<file path="config.mk">
export PLATFORM = sky130hd
export DESIGN_NAME = ocp_retry_ctrl
export DESIGN_NICKNAME = d
export VERILOG_FILES = /design/src/rtl/ocp_retry_ctrl.sv
export SDC_FILE = /design/constraint.sdc
export NUM_CORES = 1
export LEC_CHECK = 0
export ABC_CLOCK_PERIOD_IN_PS = 5250
export BUFFER_PORTS_ARGS = -buffer_cell sky130_fd_sc_hd__buf_2
export CAP_MARGIN = 20
export CORE_ASPECT_RATIO = 0.7
export CORE_MARGIN = 1
export CORE_UTILIZATION = 50
export CTS_CLUSTER_DIAMETER = 150
export DETAILED_ROUTE_END_ITERATION = 8
export HOLD_SLACK_MARGIN = 0.08
export PLACE_DENSITY = 0.69
export SLEW_MARGIN = 20
export SYNTH_ARGS = -nofsm -noshare
export SYNTH_HDL_FRONTEND = slang
export SYNTH_SLANG_ARGS = --single-unit
export TNS_END_PERCENT = 10
</file>
<file path="constraint.sdc">
create_clock -name clk -period 5.25 [get_ports clk]
set_clock_uncertainty 0.1 [all_clocks]
set_input_delay 0.2625 -clock clk [delete_from_list [all_inputs] [get_ports clk]]
set_output_delay 0.2625 -clock clk [all_outputs]
set_load 0.02 [all_outputs]
</file>
<file path="src/rtl/ocp_retry_ctrl.sv">
module ocp_retry_ctrl #(
  parameter int QUAL_TICKS = 32,
  parameter int PER_SLOW   = 333,
  parameter int PER_FAST   = 167
) (
  input  logic clk,
  input  logic rst_n,
  input  logic tick,
  input  logic oc_raw,
  input  logic out_req,
  input  logic rcv_en,
  input  logic duty_sel,
  input  logic freq_sel,
  input  logic stat_clr,
  output logic drv_en,
  output logic oc_stat
);
  localparam int QW = $clog2(QUAL_TICKS + 1);
  localparam int RW = $clog2(PER_SLOW + 1);
  localparam logic [QW-1:0] QLAST = QW'(QUAL_TICKS - 1);
  localparam logic [RW-1:0] PS = RW'(PER_SLOW);
  localparam logic [RW-1:0] PF = RW'(PER_FAST);

  logic [QW-1:0] qcnt;
  logic [RW-1:0] rcnt;
  logic          rty;

  logic [RW-1:0] per, on_len, off_len;
  logic          in_on, qual_hit, wrap;

  assign per      = freq_sel ? PF : PS;
  assign on_len   = duty_sel ? (per >> 2) : (per >> 3);
  assign off_len  = per - on_len;
  assign in_on    = rcnt >= off_len;
  assign drv_en   = out_req & (~oc_stat | (rty & in_on));
  assign qual_hit = tick & oc_raw & drv_en & (qcnt == QLAST);
  assign wrap     = tick & rty & (rcnt >= per - 1'b1);

  always_ff @(posedge clk) begin
    if (!rst_n) begin
      qcnt    <= '0;
      rcnt    <= '0;
      rty     <= 1'b0;
      oc_stat <= 1'b0;
    end else begin
      if (qual_hit || stat_clr || !oc_raw || !drv_en)
        qcnt <= '0;
      else if (tick)
        qcnt <= qcnt + 1'b1;

      if (qual_hit) begin
        oc_stat <= 1'b1;
        rty     <= rcv_en;
        rcnt    <= '0;
      end else if (stat_clr) begin
        oc_stat <= 1'b0;
        rty     <= 1'b0;
        rcnt    <= '0;
      end else if (wrap) begin
        rty  <= rcv_en;
        rcnt <= '0;
      end else if (tick && rty) begin
        rcnt <= rcnt + 1'b1;
      end
    end
  end
endmodule

</file>
# Yosys cells after proc, flatten, opt, wreduce, memory -nomap -nowiden
# Index checks and enable logic that the tools add are counted.
dict set report classes {
  add_sub_neg 4
  mul 0
  n_div 0
  order_cmp 2
  n_eq_ne 1
  shifts 0
  mux 7
  bitwise 10
  reduce_logical 10
}
# op n
set op_table {}
lappend op_table {{$ge A9 B9 Y1} 2}
lappend op_table {{$add A9 B1 Y9 const B} 1}
lappend op_table {{$mux W9} 1}
lappend op_table {{$sub A9 B1 Y9 const B} 1}
lappend op_table {{$sub A9 B7 Y9} 1}
lappend op_table {{$and A1 B1 Y1} 7}
lappend op_table {{$mux W7} 1}
lappend op_table {{$add A6 B1 Y6 const B} 1}
lappend op_table {{$eq A6 B5 Y1 const B} 1}
lappend op_table {{$mux W1} 5}
lappend op_table {{$reduce_or A4 Y1} 1}
lappend op_table {{$logic_or A1 B1 Y1} 3}
lappend op_table {{$reduce_bool A3 Y1} 1}
lappend op_table {{$logic_not A1 Y1} 2}
lappend op_table {{$not A1 Y1} 2}
lappend op_table {{$reduce_bool A2 Y1} 1}
lappend op_table {{$reduce_or A2 Y1} 1}
lappend op_table {{$logic_and A1 B1 Y1} 1}
lappend op_table {{$or A1 B1 Y1} 1}
dict set report word_totals {
  ff_bits 17
  latch_bits 0
  ramBits 0
  mem_bits_ro 0
  memories 0
}

# Logic depth before layout (Yosys ltp)
# Gate-level depths: netlist (run 1).
dict set report depth {
  depth_word 13
  depth_mapped 11
  depth_no_buf 11
}

# Worst setup path after synthesis (run 1)
# Ideal clock, no wire load.
dict set report synth_timing {
  path_kind {in2reg}
  from {input duty_sel}
  to {register rty}
  setup_ps 119
  arrival_ps 2279
  required_time_ps 5031
  path_slack_ps 2752
  cell_stages 11
  path_buffers 0
  path_cell_list {inv_1 ha_1 xnor2_1 xnor2_1 ha_1 a21oi_1 nand2_1 a311oi_1 o31ai_1 nor3b_1 o221a_1}
}
dict set report synth_between {
  elab_chain_cells 9
}
# element line_no
set synth_rtl {}
lappend synth_rtl {{start, declared} 12} ;# input logic duty_sel,
lappend synth_rtl {{$mux W7 (*)} 32} ;# assign on_len = duty_sel ? (per >> 2) : (per >> 3);
lappend synth_rtl {{$sub A9 B7 Y9 (*)} 33} ;# assign off_len = per - on_len;
lappend synth_rtl {{$ge A9 B9 Y1 (*)} 34} ;# assign in_on = rcnt >= off_len;
lappend synth_rtl {{$and A1 B1 Y1 (*)} 35} ;# assign drv_en = out_req & (~oc_stat | (rty & in_on));
lappend synth_rtl {{$or A1 B1 Y1 (*)} 35}
lappend synth_rtl {{$and A1 B1 Y1 (*)} 35}
lappend synth_rtl {{$and A1 B1 Y1 (*) (2 in a row)} 36} ;# assign qual_hit = tick & oc_raw & drv_en & (qcnt == QLAST);
lappend synth_rtl {{$reduce_bool A3 Y1 (no source line) or $mux W1 (tied branches)} --}
lappend synth_rtl {{end signal, assigned} 53} ;# rty <= rcv_en;
lappend synth_rtl {{end signal, assigned} 60} ;# rty <= rcv_en;
lappend synth_rtl {{end, declared} 26} ;# logic rty;
# Every way passes the cells marked *; elsewhere a longest branch is shown, timed or not.
# A chain may end at the register's enable or synchronous reset.

# Worst setup path after layout (run 1)
dict set report layout_timing {
  from {input freq_sel}
  to {output drv_en}
}
dict set report layout_between {
  elab_chain_cells 7
}
# element line_no
set layout_rtl {}
lappend layout_rtl {{start, declared} 13} ;# input logic freq_sel,
lappend layout_rtl {{$mux W9 (*)} 31} ;# assign per = freq_sel ? PF : PS;
lappend layout_rtl {{$mux W7} 32}
lappend layout_rtl {{$sub A9 B7 Y9 (*)} 33}
lappend layout_rtl {{$ge A9 B9 Y1 (*)} 34}
lappend layout_rtl {{$and A1 B1 Y1 (*)} 35}
lappend layout_rtl {{$or A1 B1 Y1 (*)} 35}
lappend layout_rtl {{$and A1 B1 Y1 (*)} 35}
lappend layout_rtl {{end, declared} 15} ;# output logic drv_en,
# Marked as above.

==> results of run 1 <==
-- final cells by class --
type	count	area (µm²)	area share
inverters	9	33.8	0.0246
clock inverters	1	5.00	0.00365
clock buffers	3	22.5	0.0164
repair buffers	10	50.0	0.0365
flip-flops and latches	17	340	0.248
well taps	32	40.0	0.0292
multi-input cells	113	880	0.641
-- metal layers --
layer / share of wire / up-vias / GRT usage
li1: - / 526 / -
met3: 0.050 / 5 / 0.0464
met4: 0.014 / 0 / 0.0837
met5: 0 / - / 0
met1: 0.55 / 436 / 0.292
met2: 0.39 / 20 / 0.290
-- flip-flops by register name (all words and copies together) (netlist names) --
signal and cells:
qcnt 6, rty 1, rcnt 9, oc_stat 1
-- path summary, 6_finish.rpt --
check                  startpoint              endpoint  slack, ns  cells past startpoint
max                      freq_sel                drv_en       2.31                     12
min                         rst_n  oc_stat$_SDFFE_PN0P_       0.12                      2
max reg2reg  qcnt[0]$_SDFFE_PP0P_      rty$_SDFFE_PN0P_       2.90                      7
min reg2reg  qcnt[1]$_SDFFE_PP0P_  qcnt[1]$_SDFFE_PP0P_       0.45                      2
-- logic make-up after synthesis --
| family | count (synthesis) |
|---|---|
| AND/OR/NAND/NOR | 55 |
| adder cells (fa/ha/maj) | 22 |
| AO/OA/AOI/OAI | 19 |
| flip-flops | 17 |
| XOR/XNOR | 14 |
| buffers and inverters | 11 |
| multiplexers | 3 |
-- power by group through the flow --
stage                     combinational, µW  clock, µW  sequential [µW]
final                                  26.9       68.4              129
after global routing                   30.3       76.5              129
after CTS                              27.0       71.6              129
after detailed placement               26.8          0              132
after global placement                 26.1          0              132
after floorplan                        19.3          0              132
-- per-stage QoR --
step	util	hold slack, ns
floorplan	-	0.280
global placement	0.590	0.408
detailed placement	0.590	0.418
CTS	0.602	0.113
global route	0.602	0.123
finish	0.602	0.121
-- layout by cell type, fill, tap and decap left out, types with 5 or more instances in the layout --
cell type and instances:
sky130_fd_sc_hd__a21oi_1 5, sky130_fd_sc_hd__buf_2 10, sky130_fd_sc_hd__dfxtp_1 17, sky130_fd_sc_hd__ha_1 22, sky130_fd_sc_hd__inv_1 9, sky130_fd_sc_hd__nand2_1 12, sky130_fd_sc_hd__nand3_1 7, sky130_fd_sc_hd__nor2_1 15
sky130_fd_sc_hd__nor3_1 5, sky130_fd_sc_hd__xnor2_1 6, sky130_fd_sc_hd__xor2_1 8
==> summary by stage, run 1 <==
GRT
In the global route stage, overall resource usage came out at 0.202. Entering global routing, the biggest net connects 11 pins. The first global-routing pass estimated 4.14 mm of wire.

The total overflow left after global routing is 0. The number of global-route vias before repair is 885. The initial antenna violation count is 0.

CTS
In this run the clock root is driven by a sky130_fd_sc_hd__clkbuf_4. Gates resized during post-CTS repair numbered 0. The H-tree depth is 1.

The number of buffers inserted to repair setup after CTS is 0. The clock-pin slew on the worst setup and hold paths is roughly 0.09 ns. Clock latency on the worst-skew pair, taken at its later pin, is 0.29 ns. Buffers inserted during clock tree synthesis total 3. The maximum clock insertion buffer count is 2. In this run, post-CTS hold repair placed 0 buffers. The clock sink total is 17.

The TritonCTS clock tree is done.

Power
Total power for the finished layout comes to 224 µW. The sequential share of power is 0.576. The internal power of the cells totals 169 µW. The analysis attributes to cell leakage a power of 0.000581 µW. Summed over all nets, the switching power comes to between 50 and 60 µW. The clock network power share is 0.305. The relative contribution of combinational cells to total power is 0.120. The worst-case vdd ir drop is 160 µV. The switching share of power is 0.247. The power density over the cells is 164 nW/µm².

Floorplanning
In this run the vertical extent of the chip is 44.1 µm. The cell row count is 14. The number of placed I/O pins is 11. The full die area is 2750 µm². For this configuration, the core starts out at a cell density of 0.557. The x dimension of the die is 62.2 µm. The core outline area is 2280 µm².

Logic synthesis
The compound-gate portion of the synthesized area is 0.126. The netlist uses 36 different library cells. The mapped netlist covers 1270 µm². The number of register bits inferred by synthesis is 17. The post-synthesis share of cell area spent on full adders, half adders and majority gates is 0.217.

The commonest register cell after synthesis is sky130_fd_sc_hd__dfxtp_1. The average instance in the mapped netlist occupies 9.00 µm². Synthesis handed over a netlist of between 100 and 150 instances.

The synthesized netlist net count is 172. Of the post-synthesis cell area, the dominant cell type holds 0.268. The xor/xnor share of the synthesized area is 0.0966. By area, the combinational part of the netlist is dominated by simple AND/OR/NAND/NOR gates. The number of enable flip-flop cells after synthesis is 0. The multiplexer share of the synthesized area is 0.0256.

The synthesis warning total is 0. The simple-gate portion of the synthesized area is 0.228. After synthesis, the cell types taking the most area are sky130_fd_sc_hd__dfxtp_1 27%, sky130_fd_sc_hd__ha_1 22%, sky130_fd_sc_hd__xor2_1 5.5%. Counting flops with an async set or reset pin after synthesis yields a share of 0. The most used standard cell by instance count after synthesis is sky130_fd_sc_hd__ha_1.

sky130_fd_sc_hd__dfxtp_1 takes more of the synthesized area than any other cell. The sequential share of the synthesized area is 0.268. Ranked by instance count, the synthesized netlist is headed by 22 x sky130_fd_sc_hd__ha_1, 17 x sky130_fd_sc_hd__dfxtp_1, 15 x sky130_fd_sc_hd__nor2_1, 12 x sky130_fd_sc_hd__nand2_1, 9 x sky130_fd_sc_hd__inv_1.

Critical path
The library cell contributing the largest single delay on the critical path is sky130_fd_sc_hd__a311oi_1. The combined buffer and inverter count along the critical path is 3. The data arrival time of the worst path is 2.58 ns. The critical path goes through buf_2 -> inv_1 -> ha_1 -> xnor2_1 -> xnor2_1 -> ha_1 -> a21oi_1 -> nand2_1 -> a311oi_1 -> o31ai_1 -> and2_1 -> buf_2. On the critical path the largest part of the delay comes from compound AO/OA/AOI/OAI gates. The maximum cell stage delay along the critical path is 0.48 ns. The worst setup path is launched from an input port. The kind of capture point of the worst setup path is an output pin. The maximum fanout along the worst path is 8. The data required time of the worst path is 4.89 ns. The category of the most critical setup path is input port to output pin.

STA
Once routing completed, OpenROAD measured the worst setup slack at 2.31 ns. The summed negative setup slack over all endpoints is 0 ns. The shortest clock period the worst path allows after layout is 2.94 ns.

The highest attainable clock frequency is 0.340 GHz. Setup repair after global routing left no endpoint under its margin. The hold violation total from the final report came to 0.

The number of pins with negative max-slew slack in the final report came to 0. The headroom to the max-slew limit is 0.641. For the pin with the worst max-slew slack, the measured transition is 0.535 ns. The fraction of the cycle the final worst path needs is 0.560.

The final setup violation count is 0.

Outcome
The flow ran to the end, and the final reports show no timing, DRC or antenna violations.

Cells and area
The relative area change from synthesis to final layout is 8.09%. The final cell area excluding filler cells is 1370 µm². Leaving out filler cells and counting taps, the final layout contains 185. The proportion of layout cells with a drive suffix above 1 is 0.150. The repair_antennas step left the layout with diodes totalling 0.

The count of fill cells added during filler insertion is 205. The net count of the finished layout is 185.

Route
The via density per instance is 5.34. The total wirelength of the detailed-routed design is 2.42 mm. The number of iterations in the first detailed-routing pass is 4. For this run, design rule violations remaining after detail routing come to 0. The antenna violation net count after detailed routing is 0. The total vias in the final route is 987.

The number of design-rule violations left by the first detailed-router iteration is 78. The routed length per instance is approximately 13 µm.

Placed design
The estimated wirelength of the detail-placed design is ~2.0 mm. The cell area reported after detailed placement is 1340 µm². At the placement stage, the worst setup path has a slack of 2.29 ns.

The final weighted congestion in routability-driven placement is approximately 0.85. The number of placed cells counting well taps is 181. The number of buffer cells added on primary ports is 10.

Min path
The worst hold path belongs to the class input port to flop.

Job
The max capacitance violation total is 0.
(Power assumes the default switching activity.)
==> inputs of run 2 (changes only) <==
--- a/config.mk
+++ b/config.mk
@@ -5,7 +5,7 @@
 export SDC_FILE = /design/constraint.sdc
 export NUM_CORES = 1
 export LEC_CHECK = 0
-export ABC_CLOCK_PERIOD_IN_PS = 5250
+export ABC_CLOCK_PERIOD_IN_PS = 2500
 export BUFFER_PORTS_ARGS = -buffer_cell sky130_fd_sc_hd__buf_2
 export CAP_MARGIN = 20
 export CORE_ASPECT_RATIO = 0.7
@@ -14,7 +14,7 @@
 export CTS_CLUSTER_DIAMETER = 150
 export DETAILED_ROUTE_END_ITERATION = 8
 export HOLD_SLACK_MARGIN = 0.08
-export PLACE_DENSITY = 0.69
+export PLACE_DENSITY = 0.71
 export SLEW_MARGIN = 20
 export SYNTH_ARGS = -nofsm -noshare
 export SYNTH_HDL_FRONTEND = slang
==> constraint.sdc (replaced) <==
create_clock -name clk -period 2.5 [get_ports clk]
set_clock_uncertainty 0.1 [all_clocks]
set_input_delay 0.125 -clock clk [delete_from_list [all_inputs] [get_ports clk]]
set_output_delay 0.125 -clock clk [all_outputs]
set_load 0.02 [all_outputs]
==> summary by stage, run 2 (synthesis results as in run 1) <==
Min path
The end point of the most critical hold path is qcnt[1]$_SDFFE_PP0P_. Along the worst hold path, the cell count comes to 3. The startpoint identified for the worst hold timing path is tick. In this run the worst hold path is classified as input port to flop.

CTS
The later pin in the worst-skew pair is clocked with a latency of 0.29 ns. In this run the number of H-tree levels came out at 1. TritonCTS built the clock tree.

The number of gates resized after CTS is 0. Clock-pin slew was measured on the worst setup and hold paths at approximately 0.08 ns. The total of hold buffers inserted after clock tree synthesis is 3. Buffers inserted during clock tree synthesis total 3.

CTS placed an instance of sky130_fd_sc_hd__clkbuf_4 at the clock tree root. Counting every sink on the clock net gives 17. Buffers added to address setup during post-CTS repair amount to 0. The maximum clock insertion buffer count is 2.

Cells and area
For this run, the number of standard cells in the final layout without fillers is 194. The layout has 200 filler cells. The final layout contains 194 nets. The number of antenna diodes in the final layout is 0. The library cell used most frequently in the layout, excluding fill and tap cells, is sky130_fd_sc_hd__ha_1. The flip-flop count of the largest register after layout is 9. The final cell area excluding filler cells is 1450 µm². Ranked by flip-flop count, first place goes to rcnt. Relative to the synthesized area, the layout overhead comes to 13.9%. For this run, the share of the core covered by cells in the final layout is 0.635. In the layout the commonest cells are 22 x sky130_fd_sc_hd__ha_1, 17 x sky130_fd_sc_hd__dfxtp_1, 15 x sky130_fd_sc_hd__nor2_1. Of the cells placed in the final design, the portion with a size suffix greater than 1 is 0.173.

In the final layout, the registers with the most flip-flops are rcnt x9, qcnt x6.

Route
The met2 routed wirelength is 1.23 mm. The detail route stage leaves a number of antenna-violating nets equal to 0. The routed length per instance is 14.0 µm. The total vias in the final route is around 1100.

The first routing iteration left 25 violations. Before antenna repair, the detailed router went through 4 iterations. After detailed routing, the number of remaining DRC violations is 0. The routed metal-1 wirelength is 1.39 mm. After detailed routing, the number of vias per cell comes to 5.45. The total wirelength of the detailed-routed design is 2.71 mm. The highest metal layer carrying signal wires in the routed design is met3.

The routed length on met3 is a little under 90 µm.

STA
The minimum setup slack in the final design is 0.187 ns. The final setup violation count is 0. Setup repair after global routing left no endpoint under its margin. The number of pins with negative max-slew slack in the final report was 0. The hold violation total from the final report is 0.

For the pin with the worst max-slew slack, the measured transition is 0.477 ns. The shortest clock period the worst path allows after layout is 2.31 ns. The fraction of the cycle the final worst path needs is 0.925. The headroom to the max-slew limit is 0.680.

The highest attainable clock frequency is 0.432 GHz.

Placed design
Routability-driven placement finished with a final weighted congestion of approximately 0.85. The estimated wirelength of the detail-placed design is 2.20 mm. The number of placed cells counting well taps is 187. After detailed placement, the total cell area comes to approximately 1400 µm². The count of buffers added on input and output ports is 10. Timing analysis after detailed placement gives a worst setup slack of -0.0111 ns.

Power
The power density over the cells is 333 nW/µm². The power consumption is around 480 µW. IR analysis of the VDD net gives a maximum drop of 288 µV. The analysis attributes to cell leakage a power of ~0.00062 µW.

Critical path
The startpoint class of the critical path is a flop. The combined buffer and inverter count along the critical path is 0. The kind of capture point of the worst setup path is a flop. The family of cells with the greatest summed delay on the critical path is simple AND/OR/NAND/NOR gates. The total number of cells along the worst setup path is 7. The data required time of the worst path is roughly 2.6 ns. The launch instance of the worst register-to-register path is qcnt[0]$_SDFFE_PP0P_. The worst register-to-register path has a depth of 7. For this run, the slowest stage of the critical path takes 0.50 ns. Walking the worst path, the cells encountered are ha_1 -> nand4_4 -> or3b_4 -> or4_4 -> o32ai_4 -> a211o_2 -> nor2_1.

The category of the most critical setup path is flop to flop. In this run the worst path has a maximum fanout of 6. The slowest stage of the critical path is the sky130_fd_sc_hd__or4_4 cell. Data on the critical path arrives at its endpoint at 2.39 ns. Setup slack on the worst reg-to-reg path comes out at 0.19 ns.

The endpoint of the most critical register-to-register path is rcnt[5]$_SDFFE_PP0P_.

Job
The max capacitance violation total is 0.

GRT
After global routing the overflow that remains totals 0. The number of global-route vias before repair is 1040. The initial antenna violation count is 0. The wire length of the first global-routing pass is around 4.6 mm. The global-route usage over all layers is 0.219. The largest net degree at the start of global routing is 10.

Floorplanning
The initial standard-cell utilization of the core is 0.557. The x dimension of the die is 62.2 µm. The core outline area is 2280 µm². The die is ~44 µm tall. The die covers 2750 µm². The cell row count is 14. For this design the top-level I/O count stands at 11.

Outcome
The flow ran to the end, and the final reports show no timing, DRC or antenna violations.
## run 2: cell types whose count changed in the layout (fill, tap and decap cells not counted), sizes merged
cell         before  now
dlygate4sd3       0    3
buf              10   16
clkinv            1    0
clkbuf            3    4
## run 2: cell type report
cell class                 count  area (µm²)  area share
sequential                    17         340       0.235
clock buffer                   4        26.3      0.0182
inverter                       9        33.8      0.0234
multi-input combinational    113         880       0.609
timing repair buffer          19         125      0.0866
tap                           32        40.0      0.0277
## run 2: worst max-delay path by stage
| stage | endpoint | start | slack (ns) |
|---|---|---|---|
| after floorplan | rty$_SDFFE_PN0P_ | duty_sel | 0.14 |
| after global placement | rcnt[7]$_SDFFE_PP0P_ | duty_sel | 0.04 |
| after detailed placement | rcnt[5]$_SDFFE_PP0P_ | duty_sel | -0.01 |
| after CTS | rcnt[5]$_SDFFE_PP0P_ | qcnt[0]$_SDFFE_PP0P_ | 0.19 |
| after global routing | drv_en | duty_sel | 0.03 |
| final | rcnt[5]$_SDFFE_PP0P_ | qcnt[0]$_SDFFE_PP0P_ | 0.19 |
## run 2: routing by layer
metal / track usage / vias to the layer above
met2: 0.396 / 18
met5: 0 / -
li1: - / 542
met3: 0.0567 / 0
met1: 0.277 / 498
met4: 0.0233 / 0
## run 2: power by group
group,switching (µW),internal (µW)
Combinational,35.7,32.0
Sequential,0.263,271
Clock,79.9,62.0
## run 2: worst register-to-register path, delay by kind of cell, from the launching register on
family / cells / cell delay [ns]
and+or+nand+nor: 4 / 1.12
adders and majority gates: 1 / 0.23
AOI/OAI and AO/OA: 2 / 0.40
DFF: 1 / 0.37
## run 2: stage by stage
step                setup TNS [ns]  hold WS [ns]
floorplan                        0         0.143
global placement                 0         0.278
detailed placement         -0.0520         0.272
CTS                              0         0.114
global route                     0         0.142
finish                           0         0.120
